$ cat src/rtl/fcd_pkg.sv
package fcd_pkg;
  typedef enum logic [3:0] {
    OP_NONE       = 4'd0,
    OP_PROG       = 4'd1,
    OP_CHIP_ERASE = 4'd2,
    OP_SECT_ERASE = 4'd3,
    OP_SUSPEND    = 4'd4,
    OP_RESUME     = 4'd5,
    OP_AUTOSEL    = 4'd6,
    OP_SEC_ENTER  = 4'd7,
    OP_SEC_EXIT   = 4'd8,
    OP_CFI        = 4'd9,
    OP_RESET      = 4'd10,
    OP_BYP_ENTER  = 4'd11,
    OP_BYP_EXIT   = 4'd12
  } op_e;

  typedef enum logic [3:0] {
    ST_IDLE, ST_U1, ST_U2, ST_PROG, ST_E0, ST_E1, ST_E2, ST_SECX, ST_BYPX
  } st_e;

  localparam logic [7:0] CMD_UNLK_A = 8'hAA;
  localparam logic [7:0] CMD_UNLK_B = 8'h55;
  localparam logic [7:0] CMD_ASEL   = 8'h90;
  localparam logic [7:0] CMD_SEC    = 8'h88;
  localparam logic [7:0] CMD_PROG   = 8'hA0;
  localparam logic [7:0] CMD_BYP    = 8'h20;
  localparam logic [7:0] CMD_ERASE  = 8'h80;
  localparam logic [7:0] CMD_CHIP   = 8'h10;
  localparam logic [7:0] CMD_SECT   = 8'h30;
  localparam logic [7:0] CMD_SUSP   = 8'hB0;
  localparam logic [7:0] CMD_RST    = 8'hF0;
  localparam logic [7:0] CMD_CFI    = 8'h98;
  localparam logic [7:0] CMD_EXIT   = 8'h00;
endpackage

$ cat src/rtl/fcd_strobe.sv
module fcd_strobe #(
  parameter int AW = 22,
  parameter int DW = 16
) (
  input  logic          clk_i,
  input  logic          rst_ni,
  input  logic          we_ni,
  input  logic          ce_ni,
  input  logic [AW-1:0] addr_i,
  input  logic [DW-1:0] data_i,
  output logic          cyc_v_o,
  output logic [AW-1:0] addr_o,
  output logic [DW-1:0] data_o
);
  logic          act, act_q;
  logic [AW-1:0] addr_q;
  logic [DW-1:0] data_q;

  assign act = ~we_ni & ~ce_ni;

  always_ff @(posedge clk_i or negedge rst_ni) begin
    if (!rst_ni) begin
      act_q  <= 1'b0;
      addr_q <= '0;
      data_q <= '0;
    end else begin
      act_q <= act;
      if (act && !act_q) addr_q <= addr_i; // later falling strobe
      if (act) data_q <= data_i;           // last value before earlier rise
    end
  end

  assign cyc_v_o = act_q & ~act;
  assign addr_o  = addr_q;
  assign data_o  = data_q;
endmodule

$ cat src/rtl/fcd_classify.sv
module fcd_classify #(
  parameter int ADDR_W   = 21,
  parameter int BANK_LSB = 18,
  parameter int SECT_LSB = 12,
  localparam int BANK_W  = ADDR_W - BANK_LSB,
  localparam int SECT_W  = ADDR_W - SECT_LSB
) (
  input  logic [ADDR_W:0]   addr_i,
  input  logic              byte_mode_i,
  output logic              key1_o,
  output logic              key2_o,
  output logic              cfi_key_o,
  output logic [BANK_W-1:0] bank_o,
  output logic [SECT_W-1:0] sector_o
);
  logic [ADDR_W-1:0] wa;

  assign wa = byte_mode_i ? addr_i[ADDR_W:1] : addr_i[ADDR_W-1:0];

  always_comb begin
    if (byte_mode_i) begin
      key1_o    = addr_i[11:0] == 12'hAAA;
      key2_o    = addr_i[11:0] == 12'h555;
      cfi_key_o = addr_i[11:0] == 12'h0AA;
    end else begin
      key1_o    = addr_i[10:0] == 11'h555;
      key2_o    = addr_i[10:0] == 11'h2AA;
      cfi_key_o = addr_i[10:0] == 11'h055;
    end
  end

  assign bank_o   = wa[ADDR_W-1:BANK_LSB];
  assign sector_o = wa[ADDR_W-1:SECT_LSB];
endmodule

$ cat src/rtl/fcd_fsm.sv
module fcd_fsm import fcd_pkg::*; #(
  parameter int ADDR_W = 21,
  parameter int DATA_W = 16,
  parameter int BANK_W = 3,
  parameter int SECT_W = 9,
  localparam int NB    = 1 << BANK_W
) (
  input  logic              clk_i,
  input  logic              rst_ni,
  input  logic              cyc_v_i,
  input  logic [ADDR_W:0]   addr_i,
  input  logic [DATA_W-1:0] data_i,
  input  logic              key1_i,
  input  logic              key2_i,
  input  logic              cfi_key_i,
  input  logic [BANK_W-1:0] bank_i,
  input  logic [SECT_W-1:0] sector_i,
  input  logic [NB-1:0]     erasing_i,
  output logic              op_valid_o,
  output logic [3:0]        op_o,
  output logic [ADDR_W:0]   prog_addr_o,
  output logic [DATA_W-1:0] prog_data_o,
  output logic [SECT_W-1:0] sector_o,
  output logic [BANK_W-1:0] bank_o,
  output logic              autosel_o,
  output logic [BANK_W-1:0] asel_bank_o,
  output logic              secure_o,
  output logic              bypass_o,
  output logic              cfi_o,
  output logic [NB-1:0]     suspended_o
);
  st_e               st_q, st_n;
  op_e               op_q, op_n;
  logic              opv_q;
  logic              asel_q, asel_n, cfi_q, cfi_n, sec_q, sec_n, byp_q, byp_n;
  logic [NB-1:0]     susp_q, susp_n;
  logic [BANK_W-1:0] asb_q, asb_n, bank_q;
  logic [SECT_W-1:0] sect_q;
  logic [ADDR_W:0]   pa_q;
  logic [DATA_W-1:0] pd_q;
  logic [7:0]        cmd;

  assign cmd = data_i[7:0];

  always_comb begin
    st_n   = st_q;
    op_n   = OP_NONE;
    asel_n = asel_q;
    cfi_n  = cfi_q;
    sec_n  = sec_q;
    byp_n  = byp_q;
    susp_n = susp_q;
    asb_n  = asb_q;
    if (cyc_v_i) begin
      if (cmd == CMD_RST) begin
        op_n   = OP_RESET;
        st_n   = ST_IDLE;
        asel_n = 1'b0;
        cfi_n  = 1'b0;
      end else if (cfi_q) begin
        st_n = ST_IDLE;
      end else if (asel_q) begin
        st_n = ST_IDLE;
        if (cmd == CMD_CFI && cfi_key_i) begin
          op_n   = OP_CFI;
          cfi_n  = 1'b1;
          asel_n = 1'b0;
        end
      end else begin
        st_n = ST_IDLE;
        unique case (st_q)
          ST_IDLE: begin
            if (cmd == CMD_SUSP) begin
              if (erasing_i[bank_i] && !susp_q[bank_i]) begin
                op_n           = OP_SUSPEND;
                susp_n[bank_i] = 1'b1;
              end
            end else if (cmd == CMD_SECT) begin
              if (susp_q[bank_i]) begin
                op_n           = OP_RESUME;
                susp_n[bank_i] = 1'b0;
              end
            end else if (byp_q) begin
              if (cmd == CMD_PROG)      st_n = ST_PROG;
              else if (cmd == CMD_ASEL) st_n = ST_BYPX;
            end else if (cmd == CMD_UNLK_A && key1_i) begin
              st_n = ST_U1;
            end else if (cmd == CMD_CFI && cfi_key_i && !sec_q) begin
              op_n  = OP_CFI;
              cfi_n = 1'b1;
            end
          end
          ST_U1: if (cmd == CMD_UNLK_B && key2_i) st_n = ST_U2;
          ST_U2: begin
            if (key1_i) begin
              unique case (cmd)
                CMD_ASEL: begin
                  if (sec_q) st_n = ST_SECX;
                  else begin
                    op_n   = OP_AUTOSEL;
                    asel_n = 1'b1;
                    asb_n  = bank_i;
                  end
                end
                CMD_SEC: begin
                  op_n  = OP_SEC_ENTER;
                  sec_n = 1'b1;
                end
                CMD_PROG:  st_n = ST_PROG;
                CMD_ERASE: st_n = ST_E0;
                CMD_BYP: begin
                  op_n  = OP_BYP_ENTER;
                  byp_n = 1'b1;
                end
                default: st_n = ST_IDLE;
              endcase
            end
          end
          ST_PROG: op_n = OP_PROG;
          ST_E0:   if (cmd == CMD_UNLK_A && key1_i) st_n = ST_E1;
          ST_E1:   if (cmd == CMD_UNLK_B && key2_i) st_n = ST_E2;
          ST_E2: begin
            if (cmd == CMD_CHIP && key1_i) op_n = OP_CHIP_ERASE;
            else if (cmd == CMD_SECT)      op_n = OP_SECT_ERASE;
          end
          ST_SECX: if (cmd == CMD_EXIT) begin
            op_n  = OP_SEC_EXIT;
            sec_n = 1'b0;
          end
          ST_BYPX: if (cmd == CMD_EXIT) begin
            op_n  = OP_BYP_EXIT;
            byp_n = 1'b0;
          end
          default: st_n = ST_IDLE;
        endcase
      end
    end
  end

  always_ff @(posedge clk_i or negedge rst_ni) begin
    if (!rst_ni) begin
      st_q   <= ST_IDLE;
      op_q   <= OP_NONE;
      opv_q  <= 1'b0;
      asel_q <= 1'b0;
      cfi_q  <= 1'b0;
      sec_q  <= 1'b0;
      byp_q  <= 1'b0;
      susp_q <= '0;
      asb_q  <= '0;
      bank_q <= '0;
      sect_q <= '0;
      pa_q   <= '0;
      pd_q   <= '0;
    end else begin
      st_q   <= st_n;
      op_q   <= op_n;
      opv_q  <= op_n != OP_NONE;
      asel_q <= asel_n;
      cfi_q  <= cfi_n;
      sec_q  <= sec_n;
      byp_q  <= byp_n;
      susp_q <= susp_n;
      asb_q  <= asb_n;
      if (op_n != OP_NONE) begin
        bank_q <= bank_i;
        sect_q <= sector_i;
      end
      if (op_n == OP_PROG) begin
        pa_q <= addr_i;
        pd_q <= data_i;
      end
    end
  end

  assign op_valid_o  = opv_q;
  assign op_o        = op_q;
  assign prog_addr_o = pa_q;
  assign prog_data_o = pd_q;
  assign sector_o    = sect_q;
  assign bank_o      = bank_q;
  assign autosel_o   = asel_q;
  assign asel_bank_o = asb_q;
  assign secure_o    = sec_q;
  assign bypass_o    = byp_q;
  assign cfi_o       = cfi_q;
  assign suspended_o = susp_q;
endmodule

$ cat src/rtl/flash_cmd_decoder.sv
module flash_cmd_decoder #(
  parameter int ADDR_W    = 21,
  parameter int DATA_W    = 16,
  parameter int BANK_LSB  = 18,
  parameter int SECT_LSB  = 12,
  localparam int BANK_W   = ADDR_W - BANK_LSB,
  localparam int SECT_W   = ADDR_W - SECT_LSB,
  localparam int NUM_BANKS = 1 << BANK_W
) (
  input  logic                 clk_i,
  input  logic                 rst_ni,
  input  logic                 we_ni,
  input  logic                 ce_ni,
  input  logic [ADDR_W:0]      addr_i,
  input  logic [DATA_W-1:0]    data_i,
  input  logic                 byte_mode_i,
  input  logic [NUM_BANKS-1:0] erasing_i,
  output logic                 op_valid_o,
  output logic [3:0]           op_o,
  output logic [ADDR_W:0]      prog_addr_o,
  output logic [DATA_W-1:0]    prog_data_o,
  output logic [SECT_W-1:0]    sector_o,
  output logic [BANK_W-1:0]    bank_o,
  output logic                 autosel_o,
  output logic [BANK_W-1:0]    asel_bank_o,
  output logic                 secure_o,
  output logic                 bypass_o,
  output logic                 cfi_o,
  output logic [NUM_BANKS-1:0] suspended_o
);
  logic              cyc_v;
  logic [ADDR_W:0]   cyc_addr;
  logic [DATA_W-1:0] cyc_data;
  logic              key1, key2, cfi_key;
  logic [BANK_W-1:0] cyc_bank;
  logic [SECT_W-1:0] cyc_sect;

  fcd_strobe #(.AW(ADDR_W + 1), .DW(DATA_W)) u_strobe (
    .clk_i   (clk_i),
    .rst_ni  (rst_ni),
    .we_ni   (we_ni),
    .ce_ni   (ce_ni),
    .addr_i  (addr_i),
    .data_i  (data_i),
    .cyc_v_o (cyc_v),
    .addr_o  (cyc_addr),
    .data_o  (cyc_data)
  );

  fcd_classify #(.ADDR_W(ADDR_W), .BANK_LSB(BANK_LSB), .SECT_LSB(SECT_LSB)) u_classify (
    .addr_i      (cyc_addr),
    .byte_mode_i (byte_mode_i),
    .key1_o      (key1),
    .key2_o      (key2),
    .cfi_key_o   (cfi_key),
    .bank_o      (cyc_bank),
    .sector_o    (cyc_sect)
  );

  fcd_fsm #(.ADDR_W(ADDR_W), .DATA_W(DATA_W), .BANK_W(BANK_W), .SECT_W(SECT_W)) u_fsm (
    .clk_i       (clk_i),
    .rst_ni      (rst_ni),
    .cyc_v_i     (cyc_v),
    .addr_i      (cyc_addr),
    .data_i      (cyc_data),
    .key1_i      (key1),
    .key2_i      (key2),
    .cfi_key_i   (cfi_key),
    .bank_i      (cyc_bank),
    .sector_i    (cyc_sect),
    .erasing_i   (erasing_i),
    .op_valid_o  (op_valid_o),
    .op_o        (op_o),
    .prog_addr_o (prog_addr_o),
    .prog_data_o (prog_data_o),
    .sector_o    (sector_o),
    .bank_o      (bank_o),
    .autosel_o   (autosel_o),
    .asel_bank_o (asel_bank_o),
    .secure_o    (secure_o),
    .bypass_o    (bypass_o),
    .cfi_o       (cfi_o),
    .suspended_o (suspended_o)
  );
endmodule

$ cat config.mk
export PLATFORM = sky130hd
export DESIGN_NAME = flash_cmd_decoder
export DESIGN_NICKNAME = d
export VERILOG_FILES = /design/src/rtl/fcd_pkg.sv /design/src/rtl/fcd_strobe.sv /design/src/rtl/fcd_classify.sv /design/src/rtl/fcd_fsm.sv /design/src/rtl/flash_cmd_decoder.sv
export SDC_FILE = /design/constraint.sdc
export NUM_CORES = 1
export LEC_CHECK = 0
export ABC_AREA = 1
export BUFFER_PORTS_ARGS = -buffer_cell sky130_fd_sc_hd__clkbuf_2
export CORE_MARGIN = 2
export CORE_UTILIZATION = 50
export DETAILED_ROUTE_END_ITERATION = 8
export HOLD_SLACK_MARGIN = 0.08
export PLACE_DENSITY_LB_ADDON = 0.2
export SYNTH_ARGS = -nofsm -noshare
export SYNTH_HDL_FRONTEND = slang
export SYNTH_SLANG_ARGS = --single-unit
export TNS_END_PERCENT = 1
$ cat constraint.sdc
create_clock -name clk_i -period 4.6 [get_ports clk_i]
set_input_delay 0.69 -clock clk_i [delete_from_list [all_inputs] [get_ports clk_i]]
set_output_delay 0.69 -clock clk_i [all_outputs]
set_load 0.01 [all_outputs]
==> results.toml, run 1 <==
[outcome]
status = "finished clean"

[place]
port_buffers = 120
place_congestion = 0.923
dp_cells = 927
place.detailed.hpwl_um = 9920

[global_routing]
grt_pass1_wl_um = 22200
antenna_found_initial = 0
grt_usage_pct = 24.2
overflow = 0
grt_max_degree = 82
grt_pass1_vias = 4636

[clocking]
clock_sinks = 110
cts-root-buf = "clkbuf_8"
htree_levels = 3
cts_hold_buf = 0
numCtsBuffers = 9
cts_tree = "done"
ctsResizeCount = 0
max-clock-path-buffers = 2
postCtsSetupBuffers = 0
clk_pin_slew_ns = 0.10
insertion_delay_ns = 0.38

[power_and_ir_drop]
swShare_pct = 35.2
p_seq_share_pct = 50.5
power_switching_mw = 0.966
p_comb_share_pct = 27.8
clock_power_share_pct = 21.7
leakage_nw = 3.57
ir_drop_uv = 244
cell_internal_pwr_mw = 1.78
power_density_nw_per_um2 = 435

[worst_setup_path]
critical_path_class = "in2reg"
path_common_cell = "nand2_1"
start_kind = "input port"
r2r-end = "u_fsm.sector_o[2]"
crit_family = "simple AND/OR/NAND/NOR gates"
ff2ff_setup_slack_ns = 1.71
r2r-start = "u_strobe.data_o[3]"
slowest_stage = "buf_4"
crit_fanout = 39
crit_arrival_ns = 3.32
startpoint = "byte_mode_i"
path_cells = "clkbuf_2, nand2_1, nand2_2, nand2_1, nand2_1, nand2_1, nand2_1, nand2_1, nand3_1, o21ai_4, nand2_2, nand2_2, a21oi_4, buf_4, nand2_2, nand2_1, nand2_1"
critPathRequiredTime_ns = 4.87
cp_num_buf_inv = 2
cp_slowest_stage_delay_ns = 0.40
reg2reg_depth = 17
worstSetupEndpointType = "flop"

[cells_and_area]
drive_gt1_share_pct = 22.3
n_antenna_cell = 0
syn_to_final_growth_pct = 15.9
final_cells = 942
final_nets = 849

[timing]
timing.fmax_ghz = 0.329
hold_violations = 0
clock_skew_ns = 0.00863
rsz0062_at_grt = "no"
finalCritPeriodShare_pct = 66.1
max_slew_margin_pct = 32.1
worst_pin_slew_ns = 1.02
drv_slew = 0
fin_setup_tns_ns = 0
setup_viol = 0
period_needed_ns = 3.04

[flow_run]
cap_violations = 0

[detailed_routing]
drc = 0
viasPerCell = 5.13
totalWireLength_um = 13600
drtIter0Drc = 366
drt.antenna.violating_nets = 0
via_count = 4831
firstDrtPassIters = 5
wl_per_cell_um = 14.4

[floorplanning]
initial_utilization_pct = 50.7
ios = 121
die_area_sq_um = 11700
die_h_um = 108
num_rows = 38
core_sq_um = 10700
die_w_um = 108

[synth]
seq_area_frac_synth_pct = 50.6
ys_seq_elements = 110
synth_fp_nets = 736
synthCells = 685
postSynthAreaPerCell_sq_um = 7.95
synth_warnings = 0
yosysUniqueCellTypes = 30
syn_area_sq_um = 5440

[worst_hold_path]
hp-class = "in2async"
## worst max path at each step
stage,endpoint,slack [ns],cells after the start
2_1_floorplan,u_fsm.prog_data_o[6],2.16,15
5_1_grt,u_fsm.prog_addr_o[8],1.19,17
4_1_cts,u_fsm.prog_addr_o[11],1.56,17
6_report,u_fsm.sector_o[2],1.56,17
3_5_place_dp,u_fsm.sector_o[2],1.15,17
3_3_place_gp,u_fsm.prog_data_o[6],1.30,17
## placed cells by master, fill, tap and decap left out, drive strengths merged, types with 10 or more instances in the layout
master  synthesis  routed
nand4          10      10
nand2         227     227
inv            73      74
clkbuf          8     130
mux2           15      15
nand3          76      76
nor3           13      13
o21ai          32      32
a21oi          26      26
dfrtp         110     110
nor2           63      63
## power by group through the flow
stage	combinational, mW	sequential (mW)	clock [mW]
finish	0.763	1.38	0.596
global route	0.871	1.42	0.642
detailed placement	0.773	1.40	0
CTS	0.773	1.38	0.611
global placement	0.751	1.39	0
floorplan	0.366	1.46	0
## synth_stat cells
| master | instances | share of area [%] |
|---|---|---|
| a21oi_1 | 24 | 2.2 |
| a21oi_2 | 1 | 0.16 |
| a21oi_4 | 1 | 0.30 |
| a22o_1 | 1 | 0.16 |
| a31oi_1 | 1 | 0.12 |
| buf_2 | 5 | 0.46 |
| buf_4 | 6 | 0.83 |
| buf_6 | 5 | 1.0 |
| clkbuf_1 | 8 | 0.55 |
| dfrtp_1 | 110 | 51 |
| inv_1 | 66 | 4.6 |
| inv_2 | 7 | 0.48 |
| mux2_2 | 15 | 3.1 |
| mux2i_1 | 8 | 1.5 |
| nand2_1 | 220 | 15 |
| nand2_2 | 7 | 0.80 |
| nand3_1 | 76 | 7.0 |
| nand4_1 | 10 | 1.1 |
| nor2_1 | 58 | 4.0 |
| nor2_2 | 4 | 0.46 |
| nor2_4 | 1 | 0.21 |
| nor3_1 | 13 | 1.2 |
| o21a_1 | 1 | 0.14 |
| o21ai_0 | 25 | 2.3 |
| o21ai_1 | 4 | 0.37 |
| o21ai_2 | 2 | 0.32 |
| o21ai_4 | 1 | 0.30 |
| o22ai_1 | 3 | 0.34 |
| o31ai_1 | 1 | 0.14 |
| or2_0 | 1 | 0.12 |
## flip-flops by register name, summed over array words and instances, names as in the netlist, 2 cells and up, named ones only
| register | cells |
|---|---|
| u_fsm.sector_o | 7 |
| u_fsm.st_q | 4 |
| u_strobe.addr_o | 22 |
| u_fsm.bank_o | 2 |
| u_strobe.data_o | 16 |
| u_fsm.prog_addr_o | 22 |
| u_fsm.op_o | 4 |
| u_fsm.asel_bank_o | 3 |
| u_fsm.prog_data_o | 16 |
## layer usage
layer / up-vias / routed length, um / global-route usage [%]
li1: 2408 / - / -
met1: 2266 / 6270 / 33.9
met2: 135 / 6430 / 38.7
met3: 22 / 692 / 4.10
met4: 0 / 193 / 7.78
met5: - / 0 / 0
## through the flow
stage	total power, mW	area (sq um)	utilization (%)	setup slack, ns	hold WS, ns
finish	2.74	6310	58.7	1.56	0.459
CTS	2.77	6310	58.7	1.56	0.485
detailed placement	2.17	6110	56.9	1.15	0.460
global route	2.93	6310	58.7	1.19	0.511
floorplan	1.83	5440	-	2.16	0.394
global placement	2.14	6110	56.9	1.30	0.454
## cell type report
type | instances | area, sq um
timing repair buffer | 126 | 648
fill | 1031 | 4440
tap | 140 | 175
clock buffer | 11 | 141
inverter | 73 | 274
multi-input combinational | 478 | 2260
sequential | 110 | 2750
clock inverter | 4 | 55.1
## kinds of logic (layout without fill, tap and decap cells)
| family | count (synthesis) | in the layout | synth area share, % |
|---|---|---|---|
| AO/OA/AOI/OAI | 65 | 65 | 6.85 |
| multiplexers | 23 | 23 | 4.57 |
| buffers and inverters | 97 | 214 | 7.91 |
| AND/OR/NAND/NOR | 390 | 390 | 30.1 |
| flip-flops | 110 | 110 | 50.6 |
No activity file was read; power rests on OpenSTA's default activity.
==> run 2: changes to the inputs <==
--- a/config.mk
+++ b/config.mk
@@ -8,7 +8,7 @@
 export ABC_AREA = 1
 export BUFFER_PORTS_ARGS = -buffer_cell sky130_fd_sc_hd__clkbuf_2
 export CORE_MARGIN = 2
-export CORE_UTILIZATION = 50
+export CORE_UTILIZATION = 49
 export DETAILED_ROUTE_END_ITERATION = 8
 export HOLD_SLACK_MARGIN = 0.08
 export PLACE_DENSITY_LB_ADDON = 0.2
==> constraint.sdc (replaced) <==
create_clock -name clk_i -period 2.45 [get_ports clk_i]
set_input_delay 0.3675 -clock clk_i [delete_from_list [all_inputs] [get_ports clk_i]]
set_output_delay 0.3675 -clock clk_i [all_outputs]
set_load 0.01 [all_outputs]
==> results.toml, run 2 (synthesis results as in run 1) <==
[detailed_routing]
met1_length_um = 6400
wl_met2_um = 6390
drt.antenna.violating_nets = 0
drc = 0
via_count = 5037
wl_per_cell_um = 14.1
highest_layer = "met4"
firstDrtPassIters = 5
drtIter0Drc = 376
totalWireLength_um = 13700
viasPerCell = 5.17
met3_length_um = 731

[worst_setup_path]
worstSetupEndpointType = "flop"
crit_arrival_ns = 2.59
critPathRequiredTime_ns = 2.78
crit_fanout = 10
start_kind = "flop"
critical_path_class = "reg2reg"

[cells_and_area]
n_antenna_cell = 0
fin_util_pct = 62.1
multi_input_area_sq_um = 2360
final_nets = 881
regArea_sq_um = 2760
drive_gt1_share_pct = 27.9
syn_to_final_growth_pct = 23.7
layout_commonest_cell = "nand2_1"
post-route-cell-area_sq_um = 6730
fillers = 989
layout_common_cells = "nand2_1 (217), clkbuf_2 (119), dfrtp_1 (108)"

[timing]
hold_violations = 0
finalCritPeriodShare_pct = 91.9
holdWs_ns = 0.179
period_needed_ns = 2.25
worst_pin_slew_ns = 0.571
clock_skew_ns = 0.00964
drv_slew = 0
timing.fmax_ghz = 0.444
max_slew_margin_pct = 62.0
fin_setup_tns_ns = 0
setup_viol = 0

[global_routing]
grt_max_degree = 111
antenna_found_initial = 0
grt_pass1_vias = 4690
grt_usage_pct = 23.7
grt_pass1_wl_um = 22100
overflow = 0

[place]
port_buffers = 120
place.detailed.hpwl_um = 9930
place_congestion = 0.934
postPlaceCellArea_sq_um = 6350

[floorplanning]
die_h_um = 109
die_w_um = 109
core_sq_um = 10800
die_area_sq_um = 12000
initial_utilization_pct = 50.2
num_rows = 38
ios = 121

[clocking]
max-clock-path-buffers = 2
numCtsBuffers = 9
clk_pin_slew_ns = 0.10
clock_sinks = 110
cts-root-buf = "clkbuf_8"
insertion_delay_ns = 0.39
cts_tree = "done"
htree_levels = 3

[worst_hold_path]
hp-class = "in2reg"

[power_and_ir_drop]
ir_drop_uv = 459
power_density_nw_per_um2 = 797
leakage_nw = 3.77

[outcome]
status = "finished clean"

[flow_run]
cap_violations = 0
## run 2: per-layer routing
metal | track usage (%) | up-vias
li1 | - | 2482
met4 | 7.96 | 0
met2 | 36.6 | 158
met5 | 0 | -
met3 | 4.92 | 20
met1 | 33.4 | 2377
## run 2: worst max-delay path, stage by stage, from the launching register on
cell	delay [ns]
dfrtp_1	0.40
inv_1	0.11
nor2_1	0.14
inv_1	0.08
nor3_1	0.13
nand3_1	0.15
nor2_4	0.17
nor2_1	0.07
nor3_1	0.19
nand2_2	0.12
nand2_1	0.15
buf_4	0.12
inv_1	0.03
nand2_2	0.17
nand2_1	0.08
nand2_1	0.07
## run 2: path summary, 6_finish.rpt
| path | start | to | slack, ns | depth (start not counted) |
|---|---|---|---|---|
| worst max-delay path | u_strobe.data_o[4] | u_fsm.bank_o[0] | 0.20 | 15 |
| worst min-delay path | data_i[5] | u_strobe.data_o[5] | 0.18 | 3 |
| worst max register to register | u_strobe.data_o[4] | u_fsm.bank_o[0] | 0.20 | 15 |
| worst min register to register | u_fsm.prog_addr_o[13] | u_fsm.prog_addr_o[13] | 0.48 | 2 |
| max in group asynchronous | rst_ni | u_fsm.st_q[1] | 1.42 | 3 |
| min in group asynchronous | rst_ni | u_fsm.prog_data_o[8] | 0.59 | 3 |
## run 2: power by group
part / total (mW) / internal (mW) / switching [mW]
registers: 2.60 / 2.28 / 0.321
clock network: 1.25 / 0.611 / 0.639
logic: 1.52 / 0.622 / 0.897
total: 5.37 / 3.51 / 1.86
## run 2: area by class of cell
class,instances,share of cell area (%)
clock inverter,6,1.39
sequential,110,40.9
timing repair buffer,158,14.0
clock buffer,10,2.04
inverter,73,4.07
multi-input combinational,478,35.0
tap,140,2.60
## run 2: what timing repair did
action,in CTS,in global routing
resized for setup,1,30
setup buffers,0,4
endpoints found under the hold margin,110,0
pin swaps,0,2
hold buffers,1,0
endpoints found under the setup margin,9,48
## run 2: per-stage QoR
| stage | total power, mW | cells | setup WS (ns) |
|---|---|---|---|
| 4_1_cts | 5.36 | 971 | 0.0385 |
| 3_5_place_dp | 4.12 | 954 | -0.109 |
| 6_report | 5.37 | 975 | 0.197 |
| 3_3_place_gp | 4.07 | 954 | -0.0358 |
| 2_1_floorplan | 3.43 | 685 | 0.306 |
| 5_1_grt | 5.72 | 975 | -0.0191 |
